[config.mk]
export PLATFORM = sky130hd
export DESIGN_NAME = pit_trigger_timer
export DESIGN_NICKNAME = d
export VERILOG_FILES = /design/src/rtl/pit_pkg.sv /design/src/rtl/pit_counter.sv /design/src/rtl/pit_queue_qual.sv /design/src/rtl/pit_trigger_timer.sv
export SDC_FILE = /design/constraint.sdc
export NUM_CORES = 1
export LEC_CHECK = 0
export BUFFER_PORTS_ARGS = -buffer_cell sky130_fd_sc_hd__buf_2
export CELL_PAD_IN_SITES_DETAIL_PLACEMENT = 1
export CELL_PAD_IN_SITES_GLOBAL_PLACEMENT = 1
export CORE_MARGIN = 2
export CORE_UTILIZATION = 45
export DETAILED_ROUTE_END_ITERATION = 16
export GPL_TIMING_DRIVEN = 0
export PLACE_DENSITY = 0.84
export SYNTH_ARGS = -nofsm -noshare
export SYNTH_HDL_FRONTEND = slang
export SYNTH_SLANG_ARGS = --single-unit
[constraint.sdc]
create_clock -name clk -period 1.4 [get_ports clk]
set_input_delay 0.28 -clock clk [delete_from_list [all_inputs] [get_ports clk]]
set_output_delay 0.28 -clock clk [all_outputs]
set_load 0.05 [all_outputs]
[src/rtl/pit_pkg.sv]
package pit_pkg;
  localparam int MODE_W = 4;
  typedef logic [MODE_W-1:0] mode_t;
  localparam mode_t MODE_SINGLE = mode_t'(4);
  localparam mode_t MODE_CONT   = mode_t'(5);

  function automatic logic is_timer_code(mode_t m);
    return (m == MODE_SINGLE) || (m == MODE_CONT);
  endfunction
endpackage

[src/rtl/pit_counter.sv]
module pit_counter #(
  parameter int BASE_LOG = 7,
  parameter int MAX_SEL  = 10,
  parameter int SEL_W    = 4
) (
  input  logic             clk,
  input  logic             rst_n,
  input  logic             hold_i,
  input  logic             clear_i,
  input  logic [SEL_W-1:0] sel_i,
  output logic             roll_o
);
  localparam int CNT_W = BASE_LOG + MAX_SEL;
  localparam logic [SEL_W-1:0] SEL_MAX = SEL_W'(MAX_SEL);
  localparam logic [CNT_W-1:0] ALL_ONES = '1;

  logic [SEL_W-1:0] sel_c;
  logic [CNT_W-1:0] lim, cnt_q, cnt_n;
  logic             at_lim, cnt_en;

  always_comb begin
    sel_c  = (sel_i > SEL_MAX) ? SEL_MAX : sel_i;
    lim    = ALL_ONES >> (SEL_MAX - sel_c);
    at_lim = (cnt_q == lim);
    roll_o = !hold_i && !clear_i && at_lim;
    cnt_en = !(hold_i && (cnt_q == '0));
    cnt_n  = (hold_i || clear_i || at_lim) ? '0 : cnt_q + CNT_W'(1);
  end

  always_ff @(posedge clk or negedge rst_n) begin
    if (!rst_n)      cnt_q <= '0;
    else if (cnt_en) cnt_q <= cnt_n;
  end

  // a held counter reads zero on the next cycle
  p_hold_clears_r4: assert property (@(posedge clk) disable iff (!rst_n)
    hold_i |=> (cnt_q == '0));
  // every roll-over returns the count to zero
  p_roll_wraps_r2: assert property (@(posedge clk) disable iff (!rst_n)
    roll_o |=> (cnt_q == '0));
endmodule

[src/rtl/pit_queue_qual.sv]
module pit_queue_qual
  import pit_pkg::*;
(
  input  logic  clk,
  input  logic  rst_n,
  input  logic  stop_i,
  input  mode_t mode_i,
  input  logic  ss_en_i,
  input  logic  roll_i,
  output logic  use_o,
  output logic  enter_o,
  output logic  trig_o
);
  logic  lock_q, lock_n;
  logic  use_q, ss_act_q, armed_q, armed_n, trig_q, trig_n;
  mode_t mode_q;
  logic  ss_act;

  always_comb begin
    lock_n  = stop_i || (lock_q && is_timer_code(mode_i));
    ss_act  = !lock_q && !stop_i && (mode_i == MODE_SINGLE) && ss_en_i;
    use_o   = ss_act || (!lock_q && !stop_i && (mode_i == MODE_CONT));
    enter_o = use_o && (!use_q || (mode_i != mode_q));
    if (!ss_act)        armed_n = 1'b0;
    else if (!ss_act_q) armed_n = 1'b1;
    else                armed_n = armed_q && !roll_i;
    trig_n  = roll_i && ((use_o && (mode_i == MODE_CONT)) || (ss_act && armed_q));
    trig_o  = trig_q;
  end

  always_ff @(posedge clk or negedge rst_n) begin
    if (!rst_n) begin
      lock_q   <= 1'b0;
      use_q    <= 1'b0;
      mode_q   <= '0;
      ss_act_q <= 1'b0;
      armed_q  <= 1'b0;
      trig_q   <= 1'b0;
    end else begin
      lock_q   <= lock_n;
      use_q    <= use_o;
      mode_q   <= mode_i;
      ss_act_q <= ss_act;
      armed_q  <= armed_n;
      trig_q   <= trig_n;
    end
  end

  // right after stop drops the queue is still locked out
  p_lock_after_stop_r9: assert property (@(posedge clk) disable iff (!rst_n)
    $fell(stop_i) |-> !use_o);
  // a single-scan trigger leaves the queue disarmed
  p_single_once_r8: assert property (@(posedge clk) disable iff (!rst_n)
    (trig_q && (mode_q == MODE_SINGLE)) |-> !armed_q);
endmodule

[src/rtl/pit_trigger_timer.sv]
module pit_trigger_timer
  import pit_pkg::*;
#(
  parameter int BASE_LOG = 7,
  parameter int MAX_SEL  = 10,
  parameter int SEL_W    = 4
) (
  input  logic             clk,
  input  logic             rst_n,
  input  logic             stop_i,
  input  logic             debug_i,
  input  logic             freeze_i,
  input  logic             conv_busy_i,
  input  logic [3:0]       q1_mode_i,
  input  logic             q1_ss_en_i,
  input  logic [3:0]       q2_mode_i,
  input  logic             q2_ss_en_i,
  input  logic [SEL_W-1:0] period_sel_i,
  output logic             roll_o,
  output logic             q1_trig_o,
  output logic             q2_trig_o
);
  localparam int NQ = 2;

  logic [1:0]    rst_sync_q;
  logic          rst_int_n;
  mode_t         mode_a [NQ];
  logic [NQ-1:0] ss_a, use_a, enter_a, trig_a;
  logic          any_use, hold, restart, frz_fire, clear, roll_c;
  logic          frz_pend_q, frz_pend_n, roll_q;

  always_ff @(posedge clk or negedge rst_n) begin
    if (!rst_n) rst_sync_q <= 2'b00;
    else        rst_sync_q <= {rst_sync_q[0], 1'b1};
  end
  assign rst_int_n = rst_sync_q[1];

  always_comb begin
    mode_a[0] = q1_mode_i;
    mode_a[1] = q2_mode_i;
    ss_a      = {q2_ss_en_i, q1_ss_en_i};
  end

  for (genvar g = 0; g < NQ; g++) begin : g_queue
    pit_queue_qual u_qual (
      .clk     (clk),
      .rst_n   (rst_int_n),
      .stop_i  (stop_i),
      .mode_i  (mode_a[g]),
      .ss_en_i (ss_a[g]),
      .roll_i  (roll_c),
      .use_o   (use_a[g]),
      .enter_o (enter_a[g]),
      .trig_o  (trig_a[g])
    );
  end

  always_comb begin
    any_use    = |use_a;
    hold       = stop_i || debug_i || !any_use;
    restart    = enter_a[0] || (enter_a[1] && !use_a[0]);
    frz_fire   = frz_pend_q && !conv_busy_i;
    clear      = restart || frz_fire;
    frz_pend_n = !hold && (freeze_i || (frz_pend_q && !frz_fire));
  end

  pit_counter #(.BASE_LOG(BASE_LOG), .MAX_SEL(MAX_SEL), .SEL_W(SEL_W)) u_cnt (
    .clk     (clk),
    .rst_n   (rst_int_n),
    .hold_i  (hold),
    .clear_i (clear),
    .sel_i   (period_sel_i),
    .roll_o  (roll_c)
  );

  always_ff @(posedge clk or negedge rst_int_n) begin
    if (!rst_int_n) begin
      frz_pend_q <= 1'b0;
      roll_q     <= 1'b0;
    end else begin
      frz_pend_q <= frz_pend_n;
      roll_q     <= roll_c;
    end
  end

  assign roll_o    = roll_q;
  assign q1_trig_o = trig_a[0];
  assign q2_trig_o = trig_a[1];

  // the strobe never lasts two cycles
  p_roll_one_cycle_r2: assert property (@(posedge clk) disable iff (!rst_int_n)
    roll_o |=> !roll_o);
  // queue triggers only coincide with roll-over
  p_trig_with_roll_r7: assert property (@(posedge clk) disable iff (!rst_int_n)
    (q1_trig_o || q2_trig_o) |-> roll_o);
  // stop or debug silences the next strobe
  p_quiet_in_stop_r4: assert property (@(posedge clk) disable iff (!rst_int_n)
    (stop_i || debug_i) |=> !roll_o);
  // a pending freeze waits while the conversion is busy
  p_freeze_waits_r10: assert property (@(posedge clk) disable iff (!rst_int_n)
    (frz_pend_q && conv_busy_i && !hold) |=> frz_pend_q);
endmodule

==> impl_summary.log, run 1 <==
[metrics] run status: finished, violations left
[metrics] violations in the final reports: negative setup slack
[metrics] fraction of synthesized cell area taken by the top area cell type: between 40% and 50%
[metrics] gate count after technology mapping: between 200 and 250
[metrics] starting utilization of the core area: a little under half
[metrics] clock-pin slew on the worst setup and hold paths: roughly 0.09 ns
[metrics] final hold viol count: 0
[metrics] routed via count divided by cell count: approximately 6.0
[metrics] row count: 25
[metrics] RSZ-0062 raised after global routing: yes
[metrics] vias: 1,965
[metrics] final worst path period need: about 2.2 ns
[metrics] HP Class: in2reg
[metrics] Remaining Overflow, GRT: 0
[metrics] placed cell areas: 0.00245 mm2
[metrics] startpoint of the worst register-to-register path: u_cnt.cnt_q[3]
[metrics] placer congestion estimate: between 0.8 and 0.9
[metrics] clock buffer count from CTS: 5
[metrics] final instance area: between 0.002 and 0.003 mm2
[metrics] path depth of the worst reg2reg path: 7
[metrics] Arrival @ worst endpoint: about 2.4 ns
[metrics] actual transition at the worst max-transition pin: between 0.8 and 0.9 ns
[metrics] maximum fanout along the worst path: 8
[metrics] count of routing violations after the opening detailed-route iteration: 95
[metrics] kind of critical path: in2reg
[metrics] share of synthesized registers carrying an async set or reset: 100%
[metrics] total number of H-tree levels: 2
[metrics] worst hold stages: 1
[metrics] final count of negative-setup-slack endpoints: 22
[metrics] commonest cells after routing, fill and taps aside: 38 x sky130_fd_sc_hd__dfrtp_1, 20 x sky130_fd_sc_hd__buf_2, 18 x sky130_fd_sc_hd__xnor2_1
[metrics] total standard cell area after synthesis: around 0.0022 mm2
[metrics] total DRC errors in the routed layout: 0
[metrics] element type at the critical path start: primary input
[metrics] leakage power figure: between 1 and 1.5 nW
[metrics] Hold Path Origin: q1_mode_i[2]
[metrics] die area: 0.00548 mm2
[metrics] per-cell routed wire length: 21.1 um
[metrics] width of the die: between 70 and 80 um
[metrics] terminus of the critical flop-to-flop path: u_cnt.cnt_q[7]
[metrics] global-route wire length before repair: around 11,000 um
[metrics] Layout Skew: ~0.0089 ns
[metrics] Num Clock Sinks: 39
[metrics] biggest area contributors in the synthesized netlist: sky130_fd_sc_hd__dfrtp_1 44%, sky130_fd_sc_hd__xnor2_1 7.1%, sky130_fd_sc_hd__xor2_1 4.0%
[metrics] number of synthesized register bits: 39
[metrics] core box area: 0.00472 mm2
[metrics] number of global-route vias before repair: slightly above 2,000
[metrics] total placed cells including tap cells: a little over 300
[metrics] number of violations of the max-capacitance limit: 0
[metrics] Required @ worst endpoint: about 1.6 ns
[metrics] worst max-slew margin expressed relative to the limit: a little under half
[metrics] clock root cell: sky130_fd_sc_hd__clkbuf_8
[metrics] total wire length after detailed routing: between 6000 and 7000 um
[metrics] Initial DRT Pass Iterations: 4
[metrics] synthesis warning total: 0
[metrics] Die Span Y: approximately 74 um
[metrics] distinct cell type count after synthesis: between 40 and 50
[metrics] Total GRT Usage: 26.2%
[metrics] Total Negative Setup Slacks: -17.19 ns
[metrics] clock latency of the later-clocked register in the worst-skew pair: about 0.31 ns
[metrics] max frequency: 448 MHz
[metrics] share of the clock period used by the worst path after layout: 159%
[metrics] TritonCTS clock tree: done
[metrics] most frequent standard cell in the layout excluding fill and tap cells: sky130_fd_sc_hd__dfrtp_1
[metrics] count of flip-flops with a built-in enable after synthesis: 0
[metrics] Detailed Place HPWL: around 3900 um
[metrics] count of final max-slew check failures: 0
[metrics] flop-to-flop setup slack: -0.75 ns
[metrics] area overhead of the layout relative to synthesis: 31.6%
[metrics] hold worst-path end: g_queue[0].u_qual.mode_q[2]
[metrics] IO Port Bufs: 22
[metrics] most used flip-flop cell after synthesis: sky130_fd_sc_hd__dfrtp_1
[metrics] share of post-route cells with drive strength above 1: a little over a third
[metrics] VDD IR-drop max: between 700 and 800 uV
[metrics] sequential cell area fraction in the yosys report: between 40 and 50%
[metrics] count of antenna-violating nets left after detailed routing: 0
[metrics] kind of capture point of the worst setup path: register
[metrics] Longest Clk Path Bufs: 2
[metrics] number of top-level pins: 23
[metrics] final worst setup slack: -0.830 ns
[metrics] largest area contributor in the synthesized netlist: sky130_fd_sc_hd__dfrtp_1
[metrics] Synthesized Nets: about 250
[metrics] number of antenna violations at the first check in global routing: 0
[metrics] Synth Area per Inst: between 9 and 10 um2
[metrics] final-stage net count: approximately 290
[metrics] pin count of the biggest net entering global routing: 38
[metrics] total power after layout: 2.47 mW
[metrics] antenna diode count: 0
[metrics] number of standard cells in the layout, taps in and fillers out: approximately 330
[metrics] Power Dens Cells: ~850 mW/mm2
per-layer routing:
metal | vias to the layer above | GRT usage, % | routed length [um]
met5 | - | 0 | 0
met1 | 1017 | 33.8 | 2790
met4 | 0 | 10.9 | 208
met2 | 63 | 43.9 | 3620
met3 | 22 | 4.20 | 331
li1 | 863 | - | -
sequential cells by signal, indices dropped and copies added (netlist names):
name                     count
u_cnt.cnt_q                 17
g_queue.u_qual.lock_q        2
g_queue.u_qual.use_q         2
g_queue.u_qual.armed_q       2
g_queue.u_qual.trig_o        2
g_queue.u_qual.ss_act_q      2
rst_sync_q                   2
g_queue.u_qual.mode_q        8
roll_o                       1
frz_pend_q                   1
cells in the mapped netlist (6+ instances only):
cell type	number
sky130_fd_sc_hd__inv_1	11
sky130_fd_sc_hd__nor2_1	18
sky130_fd_sc_hd__nand3_1	14
sky130_fd_sc_hd__nand4_1	6
sky130_fd_sc_hd__dfrtp_1	39
sky130_fd_sc_hd__xor2_1	10
sky130_fd_sc_hd__o21ai_0	8
sky130_fd_sc_hd__xnor2_1	18
sky130_fd_sc_hd__nand2_1	13
sky130_fd_sc_hd__a21oi_1	16
final cells by class:
type	instances	area [um2]
Multi-Input combinational cell	163	1360
Clock inverter	3	46.3
Tap cell	67	83.8
Inverter	11	41.3
Fill cell	500	1820
Timing Repair Buffer	34	256
Buffer	7	67.6
Clock buffer	5	68.8
Sequential cell	39	977
where the power goes:
group	internal, mW	switching [mW]	total [mW]
clock network	0.537	0.446	0.983
registers	1.14	0.0279	1.17
logic	0.154	0.163	0.317
worst max-delay path by stage:
stage / depth (start not counted) / slack [ns] / endpoint / startpoint
floorplan: 11 / -0.80 / u_cnt.cnt_q[2] / period_sel_i[0]
global placement: 12 / -1.19 / u_cnt.cnt_q[13] / period_sel_i[0]
detailed placement: 12 / -1.24 / u_cnt.cnt_q[3] / period_sel_i[0]
CTS: 12 / -0.69 / u_cnt.cnt_q[2] / period_sel_i[0]
global route: 11 / -0.96 / u_cnt.cnt_q[1] / period_sel_i[1]
finish: 11 / -0.83 / u_cnt.cnt_q[11] / period_sel_i[3]
timing repair:
action                                  in CTS  in global routing
setup buffers                                8                  2
hold buffers                                 1                  0
pin swaps                                   13                 16
endpoints found under the setup margin      22                 22
gates resized for setup                     36                 23
cloned                                       1                  0
hold endpoints to repair                     2                  0
critical path: stages:
cell and delay, ns:
sky130_fd_sc_hd__buf_12 0.11, sky130_fd_sc_hd__or2_4 0.26, sky130_fd_sc_hd__ha_4 0.25, sky130_fd_sc_hd__clkbuf_16 0.17, sky130_fd_sc_hd__nor2_1 0.19, sky130_fd_sc_hd__xnor2_1 0.10, sky130_fd_sc_hd__o21ai_1 0.24, sky130_fd_sc_hd__o211ai_4 0.15
sky130_fd_sc_hd__o31ai_4 0.38, sky130_fd_sc_hd__buf_6 0.21, sky130_fd_sc_hd__a21oi_2 0.06
metrics by stage:
stage,utilization [%],hold slack [ns],setup slack [ns]
floorplan,-,-0.0156,-0.795
global placement,51.9,0.0663,-1.19
detailed placement,51.9,0.0664,-1.24
CTS,59.1,0.110,-0.694
global route,61.5,0.113,-0.959
finish,61.5,0.108,-0.830
kinds of logic after synthesis:
kind of cell               synth area share, %
AOI/OAI and AO/OA                         15.4
xor gates and xnor gates                  11.1
adders and majority gates                 2.83
buffers and inverters                     4.02
DFF                                       44.2
other                                    0.170
and+or+nand+nor                           22.3
No activity file was read; power rests on OpenSTA's default activity.
==> run 2, diff against run 1 <==
--- a/config.mk
+++ b/config.mk
@@ -5,12 +5,12 @@
 export SDC_FILE = /design/constraint.sdc
 export NUM_CORES = 1
 export LEC_CHECK = 0
-export BUFFER_PORTS_ARGS = -buffer_cell sky130_fd_sc_hd__buf_2
 export CELL_PAD_IN_SITES_DETAIL_PLACEMENT = 1
 export CELL_PAD_IN_SITES_GLOBAL_PLACEMENT = 1
-export CORE_MARGIN = 2
-export CORE_UTILIZATION = 45
+export CORE_MARGIN = 1.5
+export CORE_UTILIZATION = 49
 export DETAILED_ROUTE_END_ITERATION = 16
+export DONT_BUFFER_PORTS = 1
 export GPL_TIMING_DRIVEN = 0
 export PLACE_DENSITY = 0.84
 export SYNTH_ARGS = -nofsm -noshare
==> impl_summary.log, run 2 (same netlist as run 1, synthesis figures left out) <==
[metrics] run status: finished, violations left (unchanged)
[metrics] violations in the final reports: negative setup slack (unchanged)
[metrics] clock share of power: 40.1% (was 39.8%)
[metrics] clock latency of the later-clocked register in the worst-skew pair: 0.30 ns (was 0.31 ns)
[metrics] final worst setup slack: -0.748 ns (was -0.830 ns)
[metrics] Longest Clk Path Bufs: 2 (unchanged)
[metrics] Worst path most repeated cell: sky130_fd_sc_hd__buf_6
[metrics] flop-to-flop setup slack: -0.71 ns (was -0.75 ns)
[metrics] final hold viol count: 0 (unchanged)
[metrics] IO Port Bufs: 0 (was 22)
[metrics] layer with the highest usage: met2 (unchanged)
[metrics] Detailed Place HPWL: 3930 um (was 3900 um)
[metrics] most frequent standard cell in the layout excluding fill and tap cells: sky130_fd_sc_hd__dfrtp_1 (unchanged)
[metrics] clock buffer count from CTS: 5 (unchanged)
[metrics] core box area: 0.00435 mm2 (was 0.00472 mm2)
[metrics] clock-pin slew on the worst setup and hold paths: 0.08 ns (was 0.09 ns)
[metrics] Layout Skew: 0.00975 ns (was 0.00890 ns)
[metrics] global-route wire length before repair: 10,600 um (about the same)
[metrics] pin count of the biggest net entering global routing: 38 (unchanged)
[metrics] vias: 1,910 (was 1,965)
[metrics] Max stage delay on crit path: 0.26 ns (was 0.38 ns)
[metrics] post-place setup slack: -1.13 ns (was -1.24 ns)
[metrics] share of the clock period used by the worst path after layout: 153% (was 159%)
[metrics] VDD IR-drop max: 719 uV (was 728 uV)
[metrics] number of global-route vias before repair: 2,038 (was 2,044)
[metrics] worst max-slew margin expressed relative to the limit: 45.4% (was 46.6%)
[metrics] Power Dens Cells: 864 mW/mm2 (was 852 mW/mm2)
[metrics] maximum fanout along the worst path: 5 (was 8)
[metrics] total number of H-tree levels: 2 (unchanged)
[metrics] terminus of the critical flop-to-flop path: u_cnt.cnt_q[16] (was u_cnt.cnt_q[7])
[metrics] final worst path period need: 2.15 ns (was 2.23 ns)
[metrics] sequential fraction of design power: 48.9% (was 47.4%)
[metrics] number of inserted filler cells in the final layout: 458 (was 500)
[metrics] total wire length after detailed routing: 7330 um (was 6950 um)
[metrics] placed cell areas: 0.00232 mm2 (was 0.00245 mm2)
[metrics] met2 global-route usage: 50.9% (was 43.9%)
[metrics] width of the die: 70.1 um (was 74.0 um)
[metrics] final instance area: 0.00278 mm2 (was 0.00290 mm2)
[metrics] element type at the critical path start: primary input (unchanged)
[metrics] Required @ worst endpoint: 1.57 ns (was 1.59 ns)
[metrics] worst setup path endpoint: u_cnt.cnt_q[16] (was u_cnt.cnt_q[11])
[metrics] Initial DRT Pass Iterations: 4 (unchanged)
[metrics] area overhead of the layout relative to synthesis: 25.9% (was 31.6%)
[metrics] row count: 24 (was 25)
[metrics] starting utilization of the core area: 50.7% (was 46.7%)
[metrics] Remaining Overflow, GRT: 0 (unchanged)
[metrics] kind of capture point of the worst setup path: register (unchanged)
[metrics] share of post-route cells with drive strength above 1: 29.6% (was 35.1%)
[metrics] placer congestion estimate: 0.785 (was 0.801)
[metrics] cell with the biggest individual delay on the critical path: sky130_fd_sc_hd__o21ai_1 (was sky130_fd_sc_hd__o31ai_4)
[metrics] number of antenna violations at the first check in global routing: 0 (unchanged)
[metrics] fraction of power spent switching nets: 24.8% (was 25.8%)
[metrics] count of antenna-violating nets left after detailed routing: 0 (unchanged)
[metrics] die area: 0.00492 mm2 (was 0.00548 mm2)
[metrics] clock root cell: sky130_fd_sc_hd__clkbuf_8 (unchanged)
[metrics] number of flip-flops under the largest register name: 17 (unchanged)
[metrics] kind of critical path: in2reg (unchanged)
[metrics] registers with the most flip-flops: u_cnt.cnt_q: 17 flops, g_queue.u_qual.mode_q: 8 flops (unchanged)
[metrics] Die Span Y: 70.1 um (was 74.0 um)
[metrics] final-stage net count: 264 (was 286)
[metrics] startpoint of the worst register-to-register path: g_queue[1].u_qual.mode_q[2] (was u_cnt.cnt_q[3])
[metrics] HP Class: in2reg (unchanged)
[metrics] max frequency: 466 MHz (was 448 MHz)
[metrics] Num Clock Sinks: 39 (unchanged)
[metrics] actual transition at the worst max-transition pin: 0.819 ns (was 0.801 ns)
[metrics] Total GRT Usage: 28.2% (was 26.2%)
[metrics] global-route track usage on met1: 35.1% (was 33.8%)
[metrics] commonest cells after routing, fill and taps aside: 37 x sky130_fd_sc_hd__dfrtp_1, 18 x sky130_fd_sc_hd__xnor2_1, 15 x sky130_fd_sc_hd__nor2_1 (was 38 x sky130_fd_sc_hd__dfrtp_1, 20 x sky130_fd_sc_hd__buf_2, 18 x sky130_fd_sc_hd__xnor2_1)
[metrics] RSZ-0062 raised after global routing: yes (unchanged)
[metrics] GR Layer Usage met3: 4.18% (was 4.20%)
[metrics] Arrival @ worst endpoint: 2.32 ns (was 2.42 ns)
[metrics] Sw Pwr: 0.596 mW (was 0.637 mW)
[metrics] worst-path cell chain: nand2_4 -> or2_4 -> inv_1 -> ha_1 -> xor2_1 -> nand4_1 -> o21ai_1 -> o211ai_4 -> o31ai_4 -> buf_6 -> buf_6 -> nor2_2 (was buf_12 -> or2_4 -> ha_4 -> clkbuf_16 -> nor2_1 -> xnor2_1 -> o21ai_1 -> o211ai_4 -> o31ai_4 -> buf_6 -> a21oi_2)
[metrics] Sequential cell area: 978 um2 (was 977 um2)
[metrics] total area of multi-input combinational cells: 0.00139 mm2 (was 0.00136 mm2)
[metrics] logic gate share of total power: 11.0% (was 12.8%)
[metrics] register with the highest flop count: u_cnt.cnt_q (unchanged)
[metrics] TritonCTS clock tree: done (unchanged)
[metrics] total DRC errors in the routed layout: 0 (unchanged)
[metrics] final count of negative-setup-slack endpoints: 22 (unchanged)
[metrics] internal power consumption: 1.80 mW (was 1.84 mW)
[metrics] worst setup path start: period_sel_i[0] (was period_sel_i[3])
[metrics] number of violations of the max-capacitance limit: 0 (unchanged)
[metrics] number of top-level pins: 23 (unchanged)
[metrics] count of routing violations after the opening detailed-route iteration: 179 (was 95)
[metrics] per-cell routed wire length: 25.1 um (was 21.1 um)
[metrics] path depth of the worst reg2reg path: 9 (was 7)
[metrics] count of final max-slew check failures: 0 (unchanged)
[metrics] leakage power figure: 1.16 nW (was 1.24 nW)
[metrics] antenna diode count: 0 (unchanged)
[metrics] routed via count divided by cell count: 6.54 (was 5.97)
-- run 2: changes by cell type in the layout (fill, tap and decap cells not counted), sizes merged --
cell,change
inv,-1
clkinv,+2
clkinvlp,-1
buf,-20
clkbuf,-2
-- run 2: layer usage --
layer / vias up / share of wire, %
met3: 30 / 3.7
met4: 0 / 5.7
li1: 819 / -
met2: 63 / 52
met5: - / 0
met1: 998 / 39
-- run 2: cell type report --
type,instances,area share (%)
Clock buffer,5,2.48
Sequential cell,39,35.2
Inverter,11,1.49
Buffer,6,2.52
Timing Repair Buffer,13,4.55
Tap cell,52,2.34
Clock inverter,3,1.58
Multi-Input combinational cell,163,49.8
-- run 2: worst min path at each step --
stage | startpoint | to | cells past startpoint
floorplan | rst_n | rst_sync_q[0] | 0
global placement | rst_n | rst_sync_q[0] | 0
detailed placement | rst_n | rst_sync_q[1] | 0
CTS | q1_mode_i[1] | g_queue[0].u_qual.mode_q[1] | 0
global route | q1_mode_i[1] | g_queue[0].u_qual.mode_q[1] | 0
finish | q2_mode_i[2] | g_queue[1].u_qual.mode_q[2] | 0
-- run 2: stage by stage --
step	hold WS (ns)	TNS [ns]	util, %	power (mW)	std cells
after detailed placement	-0.0155	-22.24	53.3	1.37	273
after floorplan	-0.0156	-15.83	-	1.33	221
after CTS	0.000745	-12.92	60.6	2.35	287
after global placement	-0.0155	-28.12	53.3	1.36	273
after global routing	-0.00324	-15.98	63.8	2.47	292
final	0.0120	-15.28	63.8	2.40	292
-- run 2: worst max-delay path, delay by kind of cell --
family / cells / cell delay (ns)
AOI/OAI and AO/OA: 3 / 0.67
xor gates and xnor gates: 1 / 0.24
adders and majority gates: 1 / 0.19
buffers and inverters: 3 / 0.39
and+or+nand+nor: 4 / 0.53
-- run 2: power by group through the flow --
stage | logic [mW] | registers (mW) | clock network (mW)
floorplan | 0.140 | 1.19 | 0
global placement | 0.161 | 1.20 | 0
detailed placement | 0.168 | 1.20 | 0
CTS | 0.209 | 1.18 | 0.965
global route | 0.278 | 1.18 | 1.01
finish | 0.263 | 1.17 | 0.963
-- run 2: what timing repair did --
item | 4_1_cts | 5_1_grt
resized for setup | 30 | 27
hold buffers | 1 | 0
setup endpoints to repair | 22 | 22
pin swaps | 20 | 18
hold endpoints to repair | 2 | 0
buffers inserted | 5 | 5
gates cloned | 2 | 0
==> run 3, diff against run 2 <==
--- a/config.mk
+++ b/config.mk
@@ -7,7 +7,6 @@
 export LEC_CHECK = 0
 export CELL_PAD_IN_SITES_DETAIL_PLACEMENT = 1
 export CELL_PAD_IN_SITES_GLOBAL_PLACEMENT = 1
-export CORE_MARGIN = 1.5
 export CORE_UTILIZATION = 49
 export DETAILED_ROUTE_END_ITERATION = 16
 export DONT_BUFFER_PORTS = 1
@@ -16,3 +15,4 @@
 export SYNTH_ARGS = -nofsm -noshare
 export SYNTH_HDL_FRONTEND = slang
 export SYNTH_SLANG_ARGS = --single-unit
+export TNS_END_PERCENT = 50
==> impl_summary.log, run 3 (same netlist as run 1, synthesis figures left out) <==
[metrics] final-stage net count: 269 (was 264)
[metrics] width of the die: 69.1 um (was 70.1 um)
[metrics] row count: 24 (unchanged)
[metrics] worst max-slew margin expressed relative to the limit: 45.9% (was 45.4%)
[metrics] number of flip-flops under the largest register name: 17 (unchanged)
[metrics] registers with the most flip-flops: u_cnt.cnt_q: 17 flops, g_queue.u_qual.mode_q: 8 flops (unchanged)
[metrics] Detail Route met3 WL: 407 um (was 270 um)
[metrics] area overhead of the layout relative to synthesis: 24.1% (was 25.9%)
[metrics] placer congestion estimate: 0.856 (was 0.785)
[metrics] routed via count divided by cell count: 6.29 (was 6.54)
[metrics] violations in the final reports: negative setup slack (unchanged)
[metrics] clock root cell: sky130_fd_sc_hd__clkbuf_8 (unchanged)
[metrics] total DRC errors in the routed layout: 0 (unchanged)
[metrics] HP Class: in2reg (unchanged)
[metrics] actual transition at the worst max-transition pin: 0.812 ns (was 0.819 ns)
[metrics] final worst path period need: 2.05 ns (was 2.15 ns)
[metrics] Total Negative Setup Slacks: -13.05 ns (was -15.28 ns)
[metrics] global-route wire length before repair: 9810 um (was 10,600 um)
[metrics] Total GRT Usage: 26.5% (was 28.2%)
[metrics] clock latency of the later-clocked register in the worst-skew pair: 0.31 ns (was 0.30 ns)
[metrics] IO Port Bufs: 0 (unchanged)
[metrics] Util after Layout: 62.9% (was 63.8%)
[metrics] internal power consumption: 1.62 mW (was 1.80 mW)
[metrics] Die Span Y: 69.1 um (was 70.1 um)
[metrics] number of violations of the max-capacitance limit: 0 (unchanged)
[metrics] final hold viol count: 0 (unchanged)
[metrics] Arrival @ worst endpoint: 2.23 ns (was 2.32 ns)
[metrics] count of antenna-violating nets left after detailed routing: 0 (unchanged)
[metrics] core box area: 0.00435 mm2 (unchanged)
[metrics] Num Clock Sinks: 39 (unchanged)
[metrics] clock buffer count from CTS: 5 (unchanged)
[metrics] sequential fraction of design power: 52.4% (was 48.9%)
[metrics] antenna diode count: 0 (unchanged)
[metrics] starting utilization of the core area: 50.7% (unchanged)
[metrics] pin count of the biggest net entering global routing: 38 (unchanged)
[metrics] routed metal-1 wirelength: 2740 um (was 2860 um)
[metrics] number of top-level pins: 23 (unchanged)
[metrics] Met2 Routed Length: 3670 um (was 3780 um)
[metrics] vias: 1,868 (was 1,910)
[metrics] register with the highest flop count: u_cnt.cnt_q (unchanged)
[metrics] maximum fanout along the worst path: 8 (was 5)
[metrics] Power Dens Cells: 819 mW/mm2 (was 864 mW/mm2)
[metrics] most frequent standard cell in the layout excluding fill and tap cells: sky130_fd_sc_hd__dfrtp_1 (unchanged)
[metrics] Layout Skew: 0.00981 ns (was 0.00975 ns)
[metrics] Longest Clk Path Bufs: 2 (unchanged)
[metrics] RSZ-0062 raised after global routing: yes (unchanged)
[metrics] count of final max-slew check failures: 0 (unchanged)
[metrics] logic gate share of total power: 10.8% (was 11.0%)
[metrics] commonest cells after routing, fill and taps aside: 37 x sky130_fd_sc_hd__dfrtp_1, 18 x sky130_fd_sc_hd__xnor2_1, 17 x sky130_fd_sc_hd__nor2_1 (was 37 x sky130_fd_sc_hd__dfrtp_1, 18 x sky130_fd_sc_hd__xnor2_1, 15 x sky130_fd_sc_hd__nor2_1)
[metrics] count of routing violations after the opening detailed-route iteration: 105 (was 179)
[metrics] share of the clock period used by the worst path after layout: 146% (was 153%)
[metrics] per-cell routed wire length: 23.5 um (was 25.1 um)
[metrics] kind of critical path: reg2reg (was in2reg)
[metrics] number of inserted filler cells in the final layout: 465 (was 458)
[metrics] fraction of power spent switching nets: 27.7% (was 24.8%)
[metrics] Initial DRT Pass Iterations: 4 (unchanged)
[metrics] final count of negative-setup-slack endpoints: 22 (unchanged)
[metrics] share of post-route cells with drive strength above 1: 24.9% (was 29.6%)
[metrics] Required @ worst endpoint: 1.59 ns (was 1.57 ns)
[metrics] number of antenna violations at the first check in global routing: 0 (unchanged)
[metrics] final worst setup slack: -0.646 ns (was -0.748 ns)
[metrics] Sw Pwr: 0.621 mW (was 0.596 mW)
[metrics] die area: 0.00478 mm2 (was 0.00492 mm2)
[metrics] leakage power figure: 1.15 nW (was 1.16 nW)
[metrics] TritonCTS clock tree: done (unchanged)
[metrics] element type at the critical path start: register (was primary input)
[metrics] total number of H-tree levels: 2 (unchanged)
[metrics] VDD IR-drop max: 674 uV (was 719 uV)
[metrics] number of global-route vias before repair: 2,001 (was 2,038)
[metrics] top routing layer used: met4 (unchanged)
[metrics] total power after layout: 2.24 mW (was 2.40 mW)
[metrics] Detailed Place HPWL: 3870 um (was 3930 um)
[metrics] total wire length after detailed routing: 6990 um (was 7330 um)
[metrics] run status: finished, violations left (unchanged)
[metrics] clock share of power: 36.8% (was 40.1%)
[metrics] max frequency: 489 MHz (was 466 MHz)
[metrics] Remaining Overflow, GRT: 0 (unchanged)
[metrics] kind of capture point of the worst setup path: register (unchanged)
[metrics] clock-pin slew on the worst setup and hold paths: 0.09 ns (was 0.08 ns)
run 3: changes by cell type in the layout (fill, tap and decap cells not counted), sizes merged, moves of 2 or more:
cell         delta
dlygate4sd3     +8
buf             -2
clkinvlp        +2
clkinv          -2
run 3: metal layers:
layer / track usage [%] / up-vias
li1: - / 828
met1: 31.9 / 959
met2: 46.4 / 59
met3: 6.14 / 22
met4: 9.30 / 0
met5: 0 / -
run 3: area by class of cell:
cell class | instances | area, um2 | area share [%]
repair buffers | 19 | 176 | 6.44
clock buffers | 5 | 68.8 | 2.51
flip-flops and latches | 39 | 978 | 35.7
plain buffers | 5 | 66.3 | 2.42
multi-input cells | 163 | 1320 | 48.1
well taps | 52 | 65.1 | 2.38
clock inverters | 3 | 23.8 | 0.868
inverters | 11 | 41.3 | 1.51
run 3: power by group through the flow:
stage	Sequential, mW	Combinational, mW	Clock (mW)
global route	1.18	0.256	0.876
finish	1.17	0.241	0.826
CTS	1.18	0.186	0.806
floorplan	1.19	0.138	0
global placement	1.20	0.160	0
detailed placement	1.20	0.166	0
run 3: worst max-delay path, stage by stage (launching register included):
cell and delay [ns]:
sky130_fd_sc_hd__dfrtp_1 0.56, sky130_fd_sc_hd__nor4bb_4 0.36, sky130_fd_sc_hd__a41oi_2 0.06, sky130_fd_sc_hd__nand3_2 0.13, sky130_fd_sc_hd__nand4b_4 0.15, sky130_fd_sc_hd__o31ai_4 0.30, sky130_fd_sc_hd__buf_4 0.16, sky130_fd_sc_hd__buf_6 0.13
sky130_fd_sc_hd__o22ai_1 0.07
run 3: final timing paths:
path / start / endpoint / slack (ns) / cells past startpoint
max: u_cnt.cnt_q[7] / u_cnt.cnt_q[2] / -0.65 / 8
min: q2_mode_i[0] / g_queue[1].u_qual.ss_act_q / 0.06 / 1
max reg2reg: u_cnt.cnt_q[7] / u_cnt.cnt_q[2] / -0.65 / 8
min reg2reg: rst_sync_q[1] / g_queue[0].u_qual.mode_q[0] / 0.36 / 0
max in group asynchronous: rst_sync_q[1] / u_cnt.cnt_q[8] / 0.47 / 0
min in group asynchronous: rst_n / rst_sync_q[0] / 0.20 / 1
run 3: repair_timing:
item | 4_1_cts | 5_1_grt
setup buffers | 6 | 2
setup endpoints to repair | 22 | 22
gates resized for setup | 18 | 22
hold buffers | 1 | 8
pin swaps | 7 | 11
cloned | 0 | 2
endpoints found under the hold margin | 2 | 8
run 3: per-stage QoR:
| step | worst slack (ns) | hold slack (ns) | area [um2] | std cells |
|---|---|---|---|---|
| final | -0.646 | 0.0583 | 2740 | 297 |
| after global routing | -0.744 | 0.0409 | 2740 | 297 |
| after CTS | -0.612 | 0.00425 | 2540 | 286 |
| after detailed placement | -1.10 | -0.0155 | 2320 | 273 |
| after global placement | -1.06 | -0.0155 | 2320 | 273 |
| after floorplan | -0.795 | -0.0156 | 2250 | 221 |
